### config.mk
export PLATFORM = sky130hd
export DESIGN_NAME = sbpsram_engine
export DESIGN_NICKNAME = d
export VERILOG_FILES = /design/src/rtl/sbp_pkg.sv /design/src/rtl/sbp_cfg.sv /design/src/rtl/sbp_seq.sv /design/src/rtl/sbp_addr_ctr.sv /design/src/rtl/sbp_array.sv /design/src/rtl/sbpsram_engine.sv
export SDC_FILE = /design/constraint.sdc
export NUM_CORES = 1
export LEC_CHECK = 0
export BUFFER_PORTS_ARGS = -buffer_cell sky130_fd_sc_hd__buf_2
export CAP_MARGIN = 20
export CORE_AREA = 3 3 342 310
export DETAILED_ROUTE_END_ITERATION = 10
export DIE_AREA = 0 0 345 313
export GPL_TIMING_DRIVEN = 0
export PLACE_DENSITY = 0.63
export SLEW_MARGIN = 20
export SYNTH_ARGS = -nofsm -noshare
export SYNTH_HDL_FRONTEND = slang
export SYNTH_HIERARCHICAL = 1
export SYNTH_SLANG_ARGS = --single-unit
### constraint.sdc
create_clock -name clk -period 3.4 [get_ports clk]
set_input_delay 0 -clock clk [delete_from_list [all_inputs] [get_ports clk]]
set_output_delay 0 -clock clk [all_outputs]
set_load 0.01 [all_outputs]
### src/rtl/sbp_pkg.sv
package sbp_pkg;

  typedef enum logic [1:0] {
    BL_8     = 2'b00,
    BL_16    = 2'b01,
    BL_CONT  = 2'b10,
    BL_CONTX = 2'b11
  } blen_e;

  typedef struct packed {
    blen_e      bl;
    logic       single_wr;
    logic [2:0] lat;
  } cfg_t;

  localparam int unsigned LAT_MIN = 2;

  // effective latency: field values below the minimum are clamped
  function automatic logic [2:0] eff_lat(input logic [2:0] f);
    return (f < 3'(LAT_MIN)) ? 3'(LAT_MIN) : f;
  endfunction

  // words in a burst; 0 stands for "unbounded"
  function automatic logic [4:0] burst_words(input cfg_t c, input logic is_wr);
    if (is_wr && c.single_wr) return 5'd1;
    case (c.bl)
      BL_8:    return 5'd8;
      BL_16:   return 5'd16;
      default: return 5'd0;
    endcase
  endfunction

  function automatic logic is_cont(input blen_e b);
    return b[1];
  endfunction

endpackage

### src/rtl/sbp_cfg.sv
module sbp_cfg
  import sbp_pkg::*;
(
  input  logic       clk,
  input  logic       rst_n,
  input  logic       load,
  input  logic [1:0] bl_in,
  input  logic       single_in,
  input  logic [2:0] lat_in,
  output cfg_t       cfg
);

  always_ff @(posedge clk or negedge rst_n) begin
    if (!rst_n) begin
      cfg <= '{bl: BL_8, single_wr: 1'b0, lat: 3'd2};
    end else if (load) begin
      cfg <= '{bl: blen_e'(bl_in), single_wr: single_in, lat: lat_in};
    end
  end

endmodule

### src/rtl/sbp_seq.sv
module sbp_seq
  import sbp_pkg::*;
(
  input  logic clk,
  input  logic rst_n,
  input  logic ce_n,
  input  logic adv_n,
  input  logic we_n,
  input  cfg_t cfg,
  output logic start,
  output logic xfer,
  output logic wr_q,
  output logic busy
);

  logic [2:0] lcnt;
  logic [4:0] wcnt;
  logic [4:0] len;
  logic       lat_hit;
  logic       last;
  logic       run;

  assign start   = !ce_n && !adv_n;
  assign run     = busy && !ce_n && adv_n;
  assign lat_hit = (lcnt == eff_lat(cfg.lat));
  assign xfer    = run && lat_hit;
  assign len     = burst_words(cfg, wr_q);
  assign last    = (len != 5'd0) && (wcnt == len - 5'd1);

  always_ff @(posedge clk or negedge rst_n) begin
    if (!rst_n) begin
      busy <= 1'b0;
      lcnt <= '0;
      wcnt <= '0;
      wr_q <= 1'b0;
    end else if (ce_n) begin
      busy <= 1'b0;
      lcnt <= '0;
      wcnt <= '0;
    end else if (!adv_n) begin
      busy <= 1'b1;
      lcnt <= 3'd1;
      wcnt <= '0;
      wr_q <= !we_n;
    end else if (busy) begin
      if (!lat_hit) begin
        lcnt <= lcnt + 3'd1;
      end else begin
        wcnt <= wcnt + 5'd1;
        if (last) busy <= 1'b0;
      end
    end
  end

  // a bounded burst never counts past its length
  p_fixed_len_r6: assert property (@(posedge clk) disable iff (!rst_n)
    (busy && len != 5'd0) |-> (wcnt < len));

  // a released chip enable leaves the sequencer idle
  p_ce_abort_r8: assert property (@(posedge clk) disable iff (!rst_n)
    ce_n |=> !busy);

  // single-write mode ends a write after one word
  p_single_wr_r11: assert property (@(posedge clk) disable iff (!rst_n)
    (xfer && wr_q && cfg.single_wr) |=> !busy);

  // a strobe always (re)starts the latency count
  p_restart_r9: assert property (@(posedge clk) disable iff (!rst_n)
    start |=> (busy && lcnt == 3'd1 && wcnt == 5'd0));

endmodule

### src/rtl/sbp_addr_ctr.sv
module sbp_addr_ctr
  import sbp_pkg::*;
#(
  parameter int unsigned AW = 6
) (
  input  logic          clk,
  input  logic          rst_n,
  input  logic          load,
  input  logic [AW-1:0] ld_addr,
  input  logic          step,
  input  blen_e         bl,
  output logic [AW-1:0] cur
);

  function automatic logic [AW-1:0] next_addr(input logic [AW-1:0] a, input blen_e b);
    logic [AW-1:0] inc;
    inc = a + 1'b1;
    case (b)
      BL_8:    return {a[AW-1:3], inc[2:0]};
      BL_16:   return {a[AW-1:4], inc[3:0]};
      default: return inc;
    endcase
  endfunction

  always_ff @(posedge clk or negedge rst_n) begin
    if (!rst_n)    cur <= '0;
    else if (load) cur <= ld_addr;
    else if (step) cur <= next_addr(cur, bl);
  end

  // 8-word bursts stay inside their aligned block
  p_wrap8_r4: assert property (@(posedge clk) disable iff (!rst_n)
    (step && !load && bl == BL_8) |=> (cur[AW-1:3] == $past(cur[AW-1:3])));

  // 16-word bursts stay inside their aligned block
  p_wrap16_r5: assert property (@(posedge clk) disable iff (!rst_n)
    (step && !load && bl == BL_16) |=> (cur[AW-1:4] == $past(cur[AW-1:4])));

  // continuous bursts walk the whole array, rolling over at the top
  p_cont_r7: assert property (@(posedge clk) disable iff (!rst_n)
    (step && !load && is_cont(bl)) |=> (cur == AW'($past(cur) + 1'b1)));

endmodule

### src/rtl/sbp_array.sv
module sbp_array #(
  parameter int unsigned AW = 6,
  parameter int unsigned DW = 16
) (
  input  logic          clk,
  input  logic          rst_n,
  input  logic          wr_en,
  input  logic          rd_en,
  input  logic [AW-1:0] a,
  input  logic [DW-1:0] wdata,
  output logic [DW-1:0] rdata,
  output logic          rvalid
);

  localparam int unsigned DEPTH = 1 << AW;

  logic [DW-1:0] mem [DEPTH];

  always_ff @(posedge clk) begin
    if (wr_en) mem[a] <= wdata;
  end

  always_ff @(posedge clk) begin
    if (rd_en) rdata <= mem[a];
  end

  always_ff @(posedge clk or negedge rst_n) begin
    if (!rst_n) rvalid <= 1'b0;
    else        rvalid <= rd_en;
  end

endmodule

### src/rtl/sbpsram_engine.sv
module sbpsram_engine
  import sbp_pkg::*;
#(
  parameter int unsigned AW = 6,
  parameter int unsigned DW = 16
) (
  input  logic          clk,
  input  logic          rst_n,
  input  logic          ce_n,
  input  logic          adv_n,
  input  logic          we_n,
  input  logic [AW-1:0] addr,
  input  logic [DW-1:0] din,
  output logic [DW-1:0] dout,
  output logic          dvalid,
  input  logic          cfg_load,
  input  logic [1:0]    cfg_bl,
  input  logic          cfg_single,
  input  logic [2:0]    cfg_lat
);

  cfg_t          cfg;
  logic          start;
  logic          xfer;
  logic          wr_q;
  logic          busy;
  logic          xfer_wr;
  logic          xfer_rd;
  logic [AW-1:0] cur;

  sbp_cfg u_cfg (
    .clk       (clk),
    .rst_n     (rst_n),
    .load      (cfg_load),
    .bl_in     (cfg_bl),
    .single_in (cfg_single),
    .lat_in    (cfg_lat),
    .cfg       (cfg)
  );

  sbp_seq u_seq (
    .clk   (clk),
    .rst_n (rst_n),
    .ce_n  (ce_n),
    .adv_n (adv_n),
    .we_n  (we_n),
    .cfg   (cfg),
    .start (start),
    .xfer  (xfer),
    .wr_q  (wr_q),
    .busy  (busy)
  );

  sbp_addr_ctr #(.AW(AW)) u_actr (
    .clk     (clk),
    .rst_n   (rst_n),
    .load    (start),
    .ld_addr (addr),
    .step    (xfer),
    .bl      (cfg.bl),
    .cur     (cur)
  );

  assign xfer_wr = xfer && wr_q;
  assign xfer_rd = xfer && !wr_q;

  sbp_array #(.AW(AW), .DW(DW)) u_mem (
    .clk    (clk),
    .rst_n  (rst_n),
    .wr_en  (xfer_wr),
    .rd_en  (xfer_rd),
    .a      (cur),
    .wdata  (din),
    .rdata  (dout),
    .rvalid (dvalid)
  );

  // valid read data only follows an edge with chip enable asserted
  p_dvalid_ce_r8: assert property (@(posedge clk) disable iff (!rst_n)
    dvalid |-> $past(!ce_n));

  // valid read data only follows an active burst
  p_dvalid_busy_r2: assert property (@(posedge clk) disable iff (!rst_n)
    dvalid |-> $past(busy));

endmodule

Word-level counts from Yosys, hierarchy flattened
Memories as Yosys holds them, arrays and structs flattened. A register that Yosys moved wholly into a read port is not among the register bits.
Index checks and enable logic that the tools add are counted.
{ "word_totals": {"regBits": 23, "ram_bits": 1024, "in_bits": 34, "out_inout_bits": 17, "mem_count": 1} }
{ "memory_table": {"columns": ["memory", "depth", "word_bits", "read_ports", "rd_clocked_by_memory_dff", "wr", "line", "source"], "rows": [
  ["u_mem.mem", 64, 16, 1, 1, 1, "sbp_array.sv:17", "logic [DW-1:0] mem [DEPTH];"]
]} }
{ "classes": {"add_sub_neg": 4, "n_lt_le_gt_ge": 1, "eq_ne": 8, "n_mux": 23, "bitwise_logic": 2, "reduce_logical": 20} }
{ "ops": {"columns": ["op", "n"], "rows": [
  ["5-bit two-way mux", 6],
  ["3-bit two-way mux", 5],
  ["6-bit two-way mux", 2],
  ["6-bit case mux with 2 select lines", 1],
  ["5-bit case mux with 2 select lines", 1],
  ["1-bit logical AND", 8],
  ["1-bit two-way mux", 8],
  ["2-bit AND reduction", 4],
  ["6-bit by 1-bit adder with 6-bit output, second input constant", 1],
  ["3-bit by 2-bit != test with 1-bit output, second input constant", 2],
  ["5-bit by 1-bit adder with 5-bit output, second input constant", 1],
  ["5-bit == test", 1],
  ["5-bit nonzero test", 1],
  ["5-bit by 1-bit subtractor with 5-bit output, second input constant", 1],
  ["1-bit logical NOT", 4],
  ["2-bit != test, second input constant", 2],
  ["3-bit by 1-bit adder with 3-bit output, second input constant", 1],
  ["3-bit == test", 1],
  ["3-bit by 2-bit < comparator with 1-bit output, second input constant", 1],
  ["3-bit != test, second input constant", 1],
  ["3-bit AND reduction", 1],
  ["2-bit by 1-bit == test with 1-bit output, second input constant", 1],
  ["2-bit logical NOT", 1],
  ["1-bit NOT", 2],
  ["2-bit nonzero test", 1]
]} }

Depth between registers and ports, before layout
{ "logic_depth": {"word_depth": 11, "mapped_depth": 11, "depth_no_buf": 7} }

By module
Netlist, hierarchy kept.
{ "modules_own_cells": {"columns": ["mod", "instances", "cells_per_inst", "area_each_um2", "seq_area_each_um2"], "rows": [
  ["sbp_array", 1, 2265, 39665.5, 31255.0],
  ["sbp_seq", 1, 73, 666.9, 250.2],
  ["sbp_addr_ctr", 1, 37, 336.6, 150.1],
  ["sbp_cfg", 1, 13, 252.7, 151.4],
  ["sbpsram_engine", 1, 2, 16.3, 0.0]
]} }

Worst setup path before layout
OpenSTA, ideal clock, no wires.
{ "synth_path": {"kind": "register -> register", "startpoint": "reg u_cfg/cfg[1] (netlist name)", "endpoint": "mem u_mem.mem[11][0], enable pin", "setup_ns": 0.388, "t_arrival_ns": 3.039, "required_ns": 3.012, "setup_slack_ns": -0.027, "path_stages_with_launch": 9, "synth_period_minus_slack_ns": 3.427, "path_cell_list": "dfstp_2 a21boi_0 or4_1 buf_2 a21oi_1 and2_2 nor2b_1 nand2_1 nor2_1"} }
{ "synth_via": {"elab_chain_len": 7} }
{ "synth_lines": {"columns": ["element", "line", "source"], "rows": [
  ["3-bit by 2-bit < comparator with 1-bit output", "sbp_pkg.sv:20", "return (f < 3'(LAT_MIN)) ? 3'(LAT_MIN) : f;"],
  ["3-bit two-way mux *", "sbp_pkg.sv:20", null],
  ["3-bit == test *", "sbp_seq.sv:25", "assign lat_hit = (lcnt == eff_lat(cfg.lat));"],
  ["1-bit logical AND *", "sbp_seq.sv:26", "assign xfer = run && lat_hit;"],
  ["via xfer", "sbpsram_engine.sv:24", "logic xfer;"],
  ["1-bit logical AND *", "sbpsram_engine.sv:64", "assign xfer_wr = xfer && wr_q;"],
  ["via xfer_wr", "sbpsram_engine.sv:27", "logic xfer_wr;"],
  ["1-bit two-way mux *", "sbp_array.sv:20", "if (wr_en) mem[a] <= wdata;"],
  ["1-bit two-way mux (implied by the code) *", "sbp_array.sv:20", null],
  ["end: declaration", "sbp_array.sv:17", null]
]} }
The timed path passes the listed nets; every way through them passes the cells marked *.

==> qor.csv <==
stage,metric,value,unit
logic_synthesis,Synth cell types,73,
place,Detail Placement HPWL,81700,um
timing,Worst Max-Slew Pin Slew,1.16,ns
global_route,initial antenna violation count,11,
worst_setup_path,worst flop-to-flop path startpoint,u_actr/cur[2],
layout,fraction of layout instances using a drive strength above 1,20.5,%
worst_setup_path,startpoint types,flip-flop,
logic_synthesis,"Top FF cell, synth",edfxtp_1,
job,# Max-Cap Violations,0,
die,area of the core,102000,um^2
route,router iterations before antenna repair,6,
worst_hold_path,Worst Hold Endpoint,u_mem/mem[54][14],
timing,min cycle time layout,3.37,ns
worst_setup_path,Worst EP required,3.78,ns
logic_synthesis,Post-Synthesis Cells,2390,
route,via count,25400,
layout,register area,31800,um^2
timing,Setup Skew,0.0303,ns
outcome,run status,completed,
route,antenna-violating nets left,0,
die,Die H,313,um
logic_synthesis,synthesized flop and latch total,1063,
route,Post-Route WL,124000,um
layout,multi-input logic area,8940,um^2
place,GP Congestion,0.958,
layout,most frequent cells in the layout,"edfxtp_1 (1040), a22oi_1 (196), mux2i_1 (156)",
timing,period utilization,99.2,%
global_route,vias in the first global route,24700,
die,io pins,51,
layout,filler cell count in the final layout,8419,
global_route,Tot GR Track Use,22.2,%
route,Initial DRC Count,3664,
logic_synthesis,post-synthesis net count,2427,
worst_setup_path,crit path max fanout,10,
worst_setup_path,R2R depth,8,
clock_network,CTS Buffer Depth,3,
power,worst vdd ir,393,uV
power,Power per Cell Area,587,nW/um^2
timing,max_slew headroom,22.8,%
global_route,grt total ovfl,0,
clock_network,CTS root buf,clkbuf_16,
route,post-DR vias/cell,6.11,
global_route,first-pass GRT wire length,175000,um
worst_setup_path,Worst R2R End,u_mem/rdata[12],
worst_setup_path,crit path capture type,flip-flop,
worst_setup_path,internal reg-to-reg setup slack,0.03,ns
logic_synthesis,syn_area_per_cell,17.1,um^2
die,Die W,345,um
clock_network,CTS tree,built,
logic_synthesis,"Seq/Total Area, Yosys",77.7,%
die,Die ar.,108000,um^2
logic_synthesis,Post-synth EDFFs,1040,
worst_hold_path,hold path start,din[14],
place,input/output buffers,49,
timing,fmax,296,MHz
timing,Hold Fails Final Rpt,0,
layout,Area Overhead vs Synth,19.8,%
clock_network,"CTS clk-pin slew, worst paths",0.07,ns
clock_network,CTS buffer count,103,
worst_hold_path,Hold Path Depth,1,
worst_setup_path,Arrival @ worst endpoint,3.75,ns
power,Pleak,15.7,nW
layout,Final nets,2754,
worst_hold_path,Min-Delay Path Class,primary input to flip-flop,
clock_network,Sink Count,1063,
timing,Slew Limit Fails,0,
clock_network,number of H-tree levels,3,
route,Avg WL per Cell,29.7,um
logic_synthesis,Async SR Flop Fraction,2.16,%
die,Initial Util,40.0,%
layout,"commonest non-fill, non-tap cell in the layout",edfxtp_1,
die,std cell rows,111,
timing,final setup fails,0,
place,placed cell areas,43800,um^2
layout,final instance area,49100,um^2
worst_setup_path,critical path class,flip-flop to flip-flop,
global_route,largest net degree at the start of global routing,65,
logic_synthesis,synth warn,6,
timing,RSZ-0062 raised after global routing,no,
clock_network,Worst-Skew Late Latency,0.69,ns
logic_synthesis,post-synthesis cell area,40900,um^2
route,Residual DRC,0,
timing,setup TNS,0,ns
[registers in the layout, indices dropped and copies added (netlist names)]
register / count
u_mem/mem: 1024
u_mem/rdata: 16
u_actr/cur: 6
u_cfg/cfg: 6
u_seq/wcnt: 5
u_seq/lcnt: 3
u_mem/rvalid: 1
u_seq/busy: 1
u_seq/wr_q: 1
[Yosys cell counts (all sizes together), types with 3 or more instances]
master / n / share of area (%)
edfxtp: 1040 / 76
a22oi: 196 / 3.6
nor2: 162 / 1.5
mux2i: 157 / 3.8
a221oi: 108 / 2.3
buf: 103 / 1.5
a21oi: 82 / 1.0
clkbuf: 62 / 0.57
o22ai: 59 / 0.90
nand2: 53 / 0.49
o21ai: 42 / 0.51
o22a: 27 / 0.58
a31oi: 24 / 0.37
mux2: 24 / 0.72
dfrtp: 22 / 1.3
a22o: 21 / 0.45
a211oi: 20 / 0.37
nand3: 20 / 0.24
or4: 16 / 0.30
nor2b: 14 / 0.21
o221ai: 14 / 0.30
nand4: 11 / 0.18
nor3: 11 / 0.13
a222oi: 9 / 0.22
nand2b: 9 / 0.14
a2111oi: 8 / 0.17
o211a: 7 / 0.17
a311oi: 6 / 0.13
and2: 6 / 0.095
mux4: 6 / 0.33
o211ai: 5 / 0.092
o31ai: 4 / 0.073
ha: 3 / 0.092
inv: 3 / 0.028
nand3b: 3 / 0.055
nor3b: 3 / 0.055
xnor2: 3 / 0.064
[repair_timing]
action | CTS | global route
resized for setup | 106 | 23
pin swaps | 52 | 3
setup buffers | 75 | 2
endpoints found under the setup margin | 1039 | 546
hold buffers | 47 | 5
hold endpoints to repair | 685 | 320
[worst max path at each step]
| stage | end | startpoint |
|---|---|---|
| 4_1_cts | u_mem/rdata[12] | u_actr/cur[0] |
| 5_1_grt | u_mem/mem[62][8] | u_cfg/cfg[1] |
| 2_1_floorplan | u_mem/mem[11][0] | u_cfg/cfg[1] |
| 3_3_place_gp | u_mem/mem[37][2] | u_actr/cur[0] |
| 3_5_place_dp | u_mem/mem[47][12] | u_actr/cur[1] |
| 6_report | u_mem/rdata[12] | u_actr/cur[2] |
[logic make-up after synthesis]
logic type / Yosys count / share of synthesized area (%)
adders and majority gates: 3 / 0.0917
DFF: 1063 / 77.7
and+or+nand+nor: 318 / 3.59
xor gates and xnor gates: 4 / 0.0856
buffers and inverters: 168 / 2.07
AOI/OAI and AO/OA: 647 / 11.6
muxes: 187 / 4.88
[critical path: stages (launching register included)]
cell      delay [ns]
dfrtp_2         0.48
buf_6           0.19
buf_6           0.21
buf_4           0.33
mux2i_1         0.22
a211oi_1        0.09
a311oi_1        0.53
o221ai_1        0.42
or4_1           0.58
[area by class of cell]
cell class / instances / share of cell area [%]
diodes: 4 / 0.0204
flip-flops and latches: 1063 / 64.8
clock inverters: 68 / 1.18
multi-input cells: 1159 / 18.2
inverters: 3 / 0.0230
well taps: 1356 / 3.46
plain buffers: 163 / 1.82
repair buffers: 224 / 5.01
clock buffers: 119 / 5.42
[power breakdown]
part	switching (mW)	internal, mW	total [mW]	leakage [nW]
Sequential	0.0416	14.4	14.5	9.63
Clock	4.84	6.15	11.0	1.59
Combinational	2.33	0.996	3.33	4.51
Total	7.22	21.6	28.8	15.7
[metal layers]
metal	up-vias	GRT usage (%)	share of wire (%)
met3	306	6.22	12
met2	1687	34.2	45
met4	8	9.40	4.5
li1	10500	-	-
met5	-	0	0.046
met1	12900	29.8	38
[per-stage QoR]
stage	power (mW)	std cells	hold slack, ns	utilization, %	worst slack [ns]
detailed placement	17.8	3840	0.00900	42.9	-0.939
CTS	28.8	4147	0.0771	47.9	0.0105
global route	29.6	4155	0.128	48.0	0.0155
floorplan	16.4	2390	-0.296	-	-0.0273
global placement	17.7	3795	-0.00886	41.9	-1.54
finish	28.8	4159	0.126	48.0	0.0269
Note: power is estimated with default switching activity, not from simulation.
